==> config.mk <==
export PLATFORM = sky130hd
export DESIGN_NAME = aperture_remap
export DESIGN_NICKNAME = d
export VERILOG_FILES = /design/src/rtl/aperture_remap_pkg.sv /design/src/rtl/aprm_window.sv /design/src/rtl/aprm_table.sv /design/src/rtl/aprm_regport.sv /design/src/rtl/aprm_lookup.sv /design/src/rtl/aperture_remap.sv
export SDC_FILE = /design/constraint.sdc
export NUM_CORES = 2
export LEC_CHECK = 0
export BUFFER_PORTS_ARGS = -buffer_cell sky130_fd_sc_hd__buf_2
export CAP_MARGIN = 20
export CORE_UTILIZATION = 39
export DETAILED_ROUTE_END_ITERATION = 6
export PLACE_DENSITY_LB_ADDON = 0.25
export SYNTH_ARGS = -nofsm -noshare
export SYNTH_HDL_FRONTEND = slang
export SYNTH_SLANG_ARGS = --single-unit
==> constraint.sdc <==
create_clock -name clk -period 3.81 [get_ports clk]
set_input_delay 0.762 -clock clk [delete_from_list [all_inputs] [get_ports clk]]
set_output_delay 0.762 -clock clk [all_outputs]
set_load 0.005 [all_outputs]
==> src/rtl/aperture_remap_pkg.sv <==
package aperture_remap_pkg;
   localparam int PAGE_SHIFT = 12;
   localparam int WORD_W     = 32;
   localparam int VALID_POS  = 31;
   localparam int FRAME_W    = VALID_POS - PAGE_SHIFT;
   localparam int REG_OFS_W  = 8;

   localparam logic [REG_OFS_W-1:0] OFS_CTRL  = 8'h24;
   localparam logic [REG_OFS_W-1:0] OFS_EPTR  = 8'h28;
   localparam logic [REG_OFS_W-1:0] OFS_EDATA = 8'h2C;

   typedef struct packed {
      logic               valid;
      logic [FRAME_W-1:0] frame;
   } pte_t;

   function automatic pte_t word_to_pte(input logic [WORD_W-1:0] w);
      pte_t p;
      p.valid = w[VALID_POS];
      p.frame = w[VALID_POS-1:PAGE_SHIFT];
      return p;
   endfunction

   function automatic logic [WORD_W-1:0] pte_to_word(input pte_t p);
      return {p.valid, p.frame, {PAGE_SHIFT{1'b0}}};
   endfunction
endpackage

==> src/rtl/aprm_window.sv <==
module aprm_window
   import aperture_remap_pkg::*;
#(
   parameter logic [31:0] BASE       = 32'h5800_0000,
   parameter int          PAGE_COUNT = 32,
   parameter int          IDX_W      = 5
) (
   input  logic [31:0]      addr,
   output logic             in_win,
   output logic [IDX_W-1:0] idx
);
   logic [32:0] rel;
   logic [32:0] page_num;

   generate
      if (BASE == 32'h0) begin : g_zero_base
         assign rel = {1'b0, addr};
      end else begin : g_offset_base
         assign rel = {1'b0, addr} - {1'b0, BASE};
      end
   endgenerate

   assign page_num = rel >> PAGE_SHIFT;
   assign in_win   = (addr >= BASE) && (page_num < 33'(PAGE_COUNT));
   assign idx      = page_num[IDX_W-1:0];
endmodule

==> src/rtl/aprm_table.sv <==
module aprm_table
   import aperture_remap_pkg::*;
#(
   parameter int PAGE_COUNT = 32,
   parameter int IDX_W      = 5
) (
   input  logic             clk,
   input  logic             rst,
   input  logic             we,
   input  logic [IDX_W-1:0] widx,
   input  pte_t             wdata,
   input  logic [IDX_W-1:0] ridx_a,
   output pte_t             rdata_a,
   input  logic [IDX_W-1:0] ridx_b,
   output pte_t             rdata_b
);
   pte_t ent [PAGE_COUNT];

   generate
      for (genvar i = 0; i < PAGE_COUNT; i++) begin : g_ent
         pte_t q;
         always_ff @(posedge clk) begin
            if (rst)
               q <= '0;
            else if (we && (widx == IDX_W'(i)))
               q <= wdata;
         end
         assign ent[i] = q;
      end
   endgenerate

   always_comb begin
      rdata_a = '0;
      rdata_b = '0;
      for (int k = 0; k < PAGE_COUNT; k++) begin
         if (ridx_a == IDX_W'(k)) rdata_a = ent[k];
         if (ridx_b == IDX_W'(k)) rdata_b = ent[k];
      end
   end
endmodule

==> src/rtl/aprm_regport.sv <==
module aprm_regport
   import aperture_remap_pkg::*;
#(
   parameter logic [31:0] BASE       = 32'h5800_0000,
   parameter int          PAGE_COUNT = 32,
   parameter int          IDX_W      = 5
) (
   input  logic                 clk,
   input  logic                 rst,
   input  logic [REG_OFS_W-1:0] reg_addr,
   input  logic                 reg_wr,
   input  logic [WORD_W-1:0]    reg_wdata,
   output logic [WORD_W-1:0]    reg_rdata,
   input  pte_t                 sel_entry,
   output logic [IDX_W-1:0]     sel_idx,
   output logic                 ent_we,
   output pte_t                 ent_wdata,
   output logic                 cfg_en
);
   logic [WORD_W-1:0] eptr_q;
   logic              ptr_in_win;

   aprm_window #(.BASE(BASE), .PAGE_COUNT(PAGE_COUNT), .IDX_W(IDX_W)) u_ptr_win (
      .addr   (eptr_q),
      .in_win (ptr_in_win),
      .idx    (sel_idx)
   );

   always_ff @(posedge clk) begin
      if (rst) begin
         cfg_en <= 1'b0;
         eptr_q <= '0;
      end else if (reg_wr) begin
         if (reg_addr == OFS_CTRL) cfg_en <= reg_wdata[0];
         if (reg_addr == OFS_EPTR) eptr_q <= reg_wdata;
      end
   end

   assign ent_we    = reg_wr && (reg_addr == OFS_EDATA) && ptr_in_win;
   assign ent_wdata = word_to_pte(reg_wdata);

   always_comb begin
      unique case (reg_addr)
         OFS_CTRL:  reg_rdata = {{(WORD_W-1){1'b0}}, cfg_en};
         OFS_EPTR:  reg_rdata = eptr_q;
         OFS_EDATA: reg_rdata = ptr_in_win ? pte_to_word(sel_entry) : '0;
         default:   reg_rdata = '0;
      endcase
   end
endmodule

==> src/rtl/aprm_lookup.sv <==
module aprm_lookup
   import aperture_remap_pkg::*;
#(
   parameter logic [31:0] BASE       = 32'h5800_0000,
   parameter int          PAGE_COUNT = 32,
   parameter int          IDX_W      = 5
) (
   input  logic              clk,
   input  logic              rst,
   input  logic              cfg_en,
   input  logic              lk_req,
   input  logic [WORD_W-1:0] lk_addr,
   output logic [IDX_W-1:0]  tbl_idx,
   input  pte_t              tbl_entry,
   output logic              lk_hit,
   output logic              lk_fault,
   output logic [WORD_W-1:0] lk_paddr
);
   logic addr_in_win;
   logic hit_c;

   aprm_window #(.BASE(BASE), .PAGE_COUNT(PAGE_COUNT), .IDX_W(IDX_W)) u_lk_win (
      .addr   (lk_addr),
      .in_win (addr_in_win),
      .idx    (tbl_idx)
   );

   assign hit_c = lk_req && cfg_en && addr_in_win && tbl_entry.valid;

   always_ff @(posedge clk) begin
      if (rst) begin
         lk_hit   <= 1'b0;
         lk_fault <= 1'b0;
         lk_paddr <= '0;
      end else begin
         lk_hit   <= hit_c;
         lk_fault <= lk_req && !hit_c;
         lk_paddr <= hit_c ? {1'b0, tbl_entry.frame, lk_addr[PAGE_SHIFT-1:0]} : '0;
      end
   end
endmodule

==> src/rtl/aperture_remap.sv <==
module aperture_remap
   import aperture_remap_pkg::*;
#(
   parameter logic [31:0] APERTURE_BASE = 32'h5800_0000,
   parameter int          PAGE_COUNT    = 32
) (
   input  logic        clk,
   input  logic        rst,
   input  logic [7:0]  reg_addr,
   input  logic        reg_wr,
   input  logic [31:0] reg_wdata,
   output logic [31:0] reg_rdata,
   input  logic        lk_req,
   input  logic [31:0] lk_addr,
   output logic        lk_hit,
   output logic        lk_fault,
   output logic [31:0] lk_paddr
);
   localparam int IDX_W = (PAGE_COUNT > 1) ? $clog2(PAGE_COUNT) : 1;

   generate
      if (APERTURE_BASE[PAGE_SHIFT-1:0] != '0) begin : g_bad_align
         $error("aperture base must be page aligned");
      end
      if (PAGE_COUNT < 1) begin : g_bad_count
         $error("page count must be at least one");
      end
      if ((64'(APERTURE_BASE) + 64'(PAGE_COUNT) * 64'd4096) > 64'h1_0000_0000) begin : g_bad_span
         $error("aperture must end within the 32-bit address space");
      end
   endgenerate

   logic             cfg_en;
   logic             ent_we;
   pte_t             ent_wdata;
   logic [IDX_W-1:0] sel_idx;
   pte_t             sel_entry;
   logic [IDX_W-1:0] lk_idx;
   pte_t             lk_entry;

   aprm_regport #(.BASE(APERTURE_BASE), .PAGE_COUNT(PAGE_COUNT), .IDX_W(IDX_W)) u_regs (
      .clk       (clk),
      .rst       (rst),
      .reg_addr  (reg_addr),
      .reg_wr    (reg_wr),
      .reg_wdata (reg_wdata),
      .reg_rdata (reg_rdata),
      .sel_entry (sel_entry),
      .sel_idx   (sel_idx),
      .ent_we    (ent_we),
      .ent_wdata (ent_wdata),
      .cfg_en    (cfg_en)
   );

   aprm_table #(.PAGE_COUNT(PAGE_COUNT), .IDX_W(IDX_W)) u_table (
      .clk     (clk),
      .rst     (rst),
      .we      (ent_we),
      .widx    (sel_idx),
      .wdata   (ent_wdata),
      .ridx_a  (sel_idx),
      .rdata_a (sel_entry),
      .ridx_b  (lk_idx),
      .rdata_b (lk_entry)
   );

   aprm_lookup #(.BASE(APERTURE_BASE), .PAGE_COUNT(PAGE_COUNT), .IDX_W(IDX_W)) u_lookup (
      .clk       (clk),
      .rst       (rst),
      .cfg_en    (cfg_en),
      .lk_req    (lk_req),
      .lk_addr   (lk_addr),
      .tbl_idx   (lk_idx),
      .tbl_entry (lk_entry),
      .lk_hit    (lk_hit),
      .lk_fault  (lk_fault),
      .lk_paddr  (lk_paddr)
   );
endmodule

==> flow_summary.html <==
<table>
<tr><th>Metric</th><th>Value</th></tr>
<tr><th colspan="2">Critical path</th></tr>
<tr><td>CP Capture Type</td><td>primary output</td></tr>
<tr><td>Required @ worst endpoint</td><td>about 3100 ps</td></tr>
<tr><td>End of the worst register-to-register path</td><td>u_lookup.lk_paddr[20]$_SDFF_PP0_</td></tr>
<tr><td>Startpoint-to-endpoint class of the critical path</td><td>reg -&gt; out</td></tr>
<tr><td>Startpoint kind of the worst setup timing path</td><td>register</td></tr>
<tr><td>Setup slack of the most critical reg-to-reg path</td><td>760 ps</td></tr>
<tr><td>Largest fanout of any net on the critical path</td><td>7</td></tr>
<tr><td>Critical path data arrival time</td><td>3490 ps</td></tr>
<tr><td>Worst Reg-to-Reg Cells</td><td>9</td></tr>
<tr><td>Origin of the critical flop-to-flop path</td><td>u_table.ent[388]$_SDFFE_PP0P_</td></tr>
<tr><th colspan="2">Clock network</th></tr>
<tr><td>TritonCTS buffer count</td><td>82</td></tr>
<tr><td>Clock Pin Slew Worst Setup and Hold Paths</td><td>60 ps</td></tr>
<tr><td>Skew-Pair Late Insertion Delay</td><td>700 ps</td></tr>
<tr><td>Deepest clock path buffer count</td><td>3</td></tr>
<tr><td>TritonCTS Sinks</td><td>706</td></tr>
<tr><td>Clock tree from TritonCTS</td><td>yes</td></tr>
<tr><td>Buffer cell driving the clock tree root</td><td>clkbuf_16</td></tr>
<tr><td># H-tree levels</td><td>3</td></tr>
<tr><th colspan="2">Placed design</th></tr>
<tr><td>Worst Setup Slack post-DPL</td><td>-429 ps</td></tr>
<tr><td>Number of buffer cells added on primary ports</td><td>140</td></tr>
<tr><td>Hpwl dp</td><td>183000 um</td></tr>
<tr><td>Weighted congestion at the end of routability-driven global placement</td><td>1.11</td></tr>
<tr><th colspan="2">Routing</th></tr>
<tr><td>Post-Route WL</td><td>252000 um</td></tr>
<tr><td>Post-route ant nets</td><td>0</td></tr>
<tr><td>Detailed-route vias per instance</td><td>around 6.6</td></tr>
<tr><td>Pre-antenna DRT Iters</td><td>7</td></tr>
<tr><td>Wire length per cell</td><td>between 30 and 40 um</td></tr>
<tr><td>DR iter-0 viols</td><td>6759</td></tr>
<tr><td>Total number of vias</td><td>44.8k</td></tr>
<tr><td>Number of design rule violations left after detail routing</td><td>8</td></tr>
<tr><th colspan="2">Finish</th></tr>
<tr><td>Final net count</td><td>5527</td></tr>
<tr><td>Most common cell after layout, fill and taps aside</td><td>nand2_1</td></tr>
<tr><td>Count of filler cells inserted in the layout</td><td>9093</td></tr>
<tr><td>Commonest cells after routing, fill and taps aside</td><td>1538 x nand2_1, 871 x a21oi_1, 701 x dfxtp_1</td></tr>
<tr><td>Share of cells above drive strength 1</td><td>0.229</td></tr>
<tr><td>Area Growth Syn to Fin</td><td>29.6%</td></tr>
<tr><th colspan="2">STA</th></tr>
<tr><td>Worst clock skew</td><td>29.2 ps</td></tr>
<tr><td>Measured slew at the worst slew-check pin</td><td>between 1000 and 1500 ps</td></tr>
<tr><td>Number of hold violations in the final report</td><td>0</td></tr>
<tr><td>Max Clock Freq</td><td>235 MHz</td></tr>
<tr><td>Pins over their slew limit</td><td>0</td></tr>
<tr><td>Total negative slack</td><td>-4920 ps</td></tr>
<tr><td>Slew margin rel.</td><td>0.127</td></tr>
<tr><td>RSZ-0062 raised after global routing</td><td>true</td></tr>
<tr><td>Shortest clock period the worst path allows after layout</td><td>4260 ps</td></tr>
<tr><td>Worst setup margin</td><td>-445 ps</td></tr>
<tr><td>Final clock period utilization by the worst path</td><td>1.12</td></tr>
<tr><td>Final setup vio count</td><td>18</td></tr>
<tr><th colspan="2">Min path</th></tr>
<tr><td>Start point of the worst hold path</td><td>lk_addr[0]</td></tr>
<tr><td>Worst hold stages</td><td>2</td></tr>
<tr><td>Capture endpoint of the worst hold path</td><td>u_lookup.lk_paddr[0]$_SDFF_PP0_</td></tr>
<tr><td>Class of the tightest hold or removal check</td><td>in -&gt; reg</td></tr>
<tr><th colspan="2">Die</th></tr>
<tr><td>I/O pin count</td><td>roughly 140</td></tr>
<tr><td>DIE AREA</td><td>0.0945 mm2</td></tr>
<tr><td>Floorplan core area</td><td>0.0919 mm2</td></tr>
<tr><td>FP Rows</td><td>between 100 and 150</td></tr>
<tr><td>Die boundary width</td><td>307 um</td></tr>
<tr><td>Initial standard-cell utilization of the core</td><td>0.395</td></tr>
<tr><td>Die extent in y</td><td>307 um</td></tr>
<tr><th colspan="2">Synthesis</th></tr>
<tr><td>FFs w/ async S/R, synth</td><td>0</td></tr>
<tr><td>Most used flip-flop cell after synthesis</td><td>dfxtp_1</td></tr>
<tr><td>Number of warnings reported in the yosys synthesis log</td><td>0</td></tr>
<tr><td>Synthesized flop and latch total</td><td>706</td></tr>
<tr><td>Post-synthesis instance area</td><td>between 0.03 and 0.04 mm2</td></tr>
<tr><td>Net count after synthesis</td><td>a little over 5k</td></tr>
<tr><td>Sequential share of the synthesized area</td><td>0.389</td></tr>
<tr><td>Average footprint of a synthesized cell</td><td>just over 7 um2</td></tr>
<tr><td>Distinct cell type count after synthesis</td><td>86</td></tr>
<tr><td>Post-synth EDFFs</td><td>0</td></tr>
<tr><td>Gate Count Post-Synth</td><td>5070</td></tr>
<tr><th colspan="2">Outcome</th></tr>
<tr><td>Violated checks</td><td>design-rule violations, negative setup slack</td></tr>
<tr><td>Status</td><td>finished, violations left</td></tr>
<tr><th colspan="2">Global route</th></tr>
<tr><td>Maximum number of pins on one net before global-route repair</td><td>117</td></tr>
<tr><td>Global-route wire length before repair</td><td>about 340000 um</td></tr>
<tr><td>Aggregate global routing overflow</td><td>0</td></tr>
<tr><td>Number of antenna violations at the first check in global routing</td><td>20</td></tr>
<tr><td>Overall fraction of global-route tracks in use</td><td>0.520</td></tr>
<tr><td>Via count of the first global-routing pass</td><td>41.3k</td></tr>
<tr><th colspan="2">Pwr</th></tr>
<tr><td>Worst voltage drop across the vdd grid</td><td>between 400 and 500 uV</td></tr>
<tr><td>Leakage power of the design</td><td>approximately 17 nW</td></tr>
<tr><td>Areal power density over the cells</td><td>368 mW/mm2</td></tr>
<tr><th colspan="2">Flow run</th></tr>
<tr><td>Max Cap Violations</td><td>0</td></tr>
</table>
-- registers in the layout, summed over array words and instances, names as in the netlist --
| signal | flops |
|---|---|
| u_regs.eptr_q | 32 |
| u_lookup.lk_paddr | 31 |
| u_regs.cfg_en | 1 |
| u_lookup.lk_hit | 1 |
| u_lookup.lk_fault | 1 |
| u_table.ent | 640 |
-- synthesized netlist by cell type, types with 7 or more instances --
cell type     n  area (um2)
o31ai_1      11        82.6
nor2_1      232         871
a222oi_1     19         190
a21o_1       10        75.1
nor4_1       17         106
inv_1        10        37.5
o211a_1       7        70.1
nor2b_1      19         119
a221o_1      16         160
nand3_1      47         235
and3_1       10        62.6
o221ai_1     32         280
a21oi_1     887        4440
buf_4         8        60.1
mux2_2       44         495
buf_2       104         521
a221oi_1     49         429
nand3b_1     11        82.6
and2_1       27         169
mux4_2       14         315
dfxtp_1     706       14100
a211oi_1     36         270
o22ai_1      67         419
a22oi_1     154        1160
o21ai_0     176         881
nor3_1       42         210
nand2b_1     18         113
clkbuf_1    358        1340
a2bb2oi_1     7        61.3
buf_6         7        78.8
clkbuf_2     20         100
o211ai_1     26         195
a22o_1       15         131
buf_1         9        33.8
a31oi_1      27         169
nor3b_1       9        67.6
nand2_1    1556        5840
o2bb2ai_1     8        70.1
mux2i_1      98         981
nand4_1      24         150
a2111oi_0     8        70.1
a32oi_1      11        96.3
or3_1        10        62.6
-- metal layers --
metal	share of wire	vias up	GRT usage	wire length [um]
met5	0.00019	-	0	49
met4	0.11	10	0.446	27300
met3	0.12	1169	0.164	29900
met2	0.41	3579	0.767	104000
met1	0.36	21500	0.610	90400
li1	-	18500	-	-
-- worst max-delay path, stage by stage (launching register included) --
cell       delay [ps]
dfxtp_4           380
buf_6             130
or3_4             410
buf_4             180
nor2_2            150
buf_6             150
a22oi_2            60
nand4_1           350
o221ai_2          190
buf_4             190
nand4_1           120
buf_6             160
o2111ai_2         120
nand2_1            90
buf_2             110
-- what timing repair did --
item,in CTS,in global routing
gates cloned,1,0
hold buffers,0,0
resized for setup,281,129
pin swaps,69,66
endpoints found under the hold margin,0,0
setup endpoints to repair,20,20
setup buffers,42,35
-- power breakdown --
part	leakage, nW	switching, mW	internal [mW]
combinational	9.50	1.04	0.381
clock	1.40	3.45	5.08
sequential	5.69	0.000648	7.38
-- metrics by stage --
| stage | area, um2 | instances | hold WS [ps] | total power [mW] | utilization |
|---|---|---|---|---|---|
| 2_1_floorplan | 36400 | 5070 | 432 | 8.12 | - |
| 3_5_place_dp | 41900 | 6541 | 445 | 8.86 | 0.456 |
| 5_1_grt | 47100 | 6760 | 271 | 17.6 | 0.512 |
| 4_1_cts | 46300 | 6729 | 251 | 17.2 | 0.504 |
| 3_3_place_gp | 41900 | 6540 | 438 | 8.87 | 0.456 |
| 6_report | 47100 | 6773 | 269 | 17.3 | 0.512 |
-- area by class of cell --
cell class | instances | area (um2) | area share
multi-input cells | 3846 | 21500 | 0.455
flip-flops and latches | 706 | 14200 | 0.300
repair buffers | 803 | 7010 | 0.149
clock buffers | 113 | 2360 | 0.0501
well taps | 1243 | 1560 | 0.0330
clock inverters | 34 | 484 | 0.0103
inverters | 12 | 50.0 | 0.00106
diodes | 16 | 40.0 | 0.000850
-- kinds of logic (layout without fill, tap and decap cells) --
logic type,Yosys count,after routing,synth area share
buffers and inverters,518,962,0.0600
other,1,17,0.000103
flip-flops,706,706,0.389
AO/OA/AOI/OAI,1628,1628,0.270
AND/OR/NAND/NOR,2061,2061,0.232
multiplexers,156,156,0.0493
-- how the worst max path moves through the flow --
stage                                   startpoint             to  slack, ps  cells past startpoint
floorplan                              reg_addr[4]  reg_rdata[18]        560                      6
global placement    u_regs.eptr_q[13]$_SDFFE_PP0P_  reg_rdata[21]       -400                     13
detailed placement  u_regs.eptr_q[15]$_SDFFE_PP0P_  reg_rdata[21]       -430                     13
CTS                 u_regs.eptr_q[15]$_SDFFE_PP0P_  reg_rdata[25]       -370                     14
global route        u_regs.eptr_q[12]$_SDFFE_PP0P_  reg_rdata[25]       -480                     14
finish              u_regs.eptr_q[14]$_SDFFE_PP0P_  reg_rdata[25]       -450                     14
No activity file was read; power rests on OpenSTA's default activity.
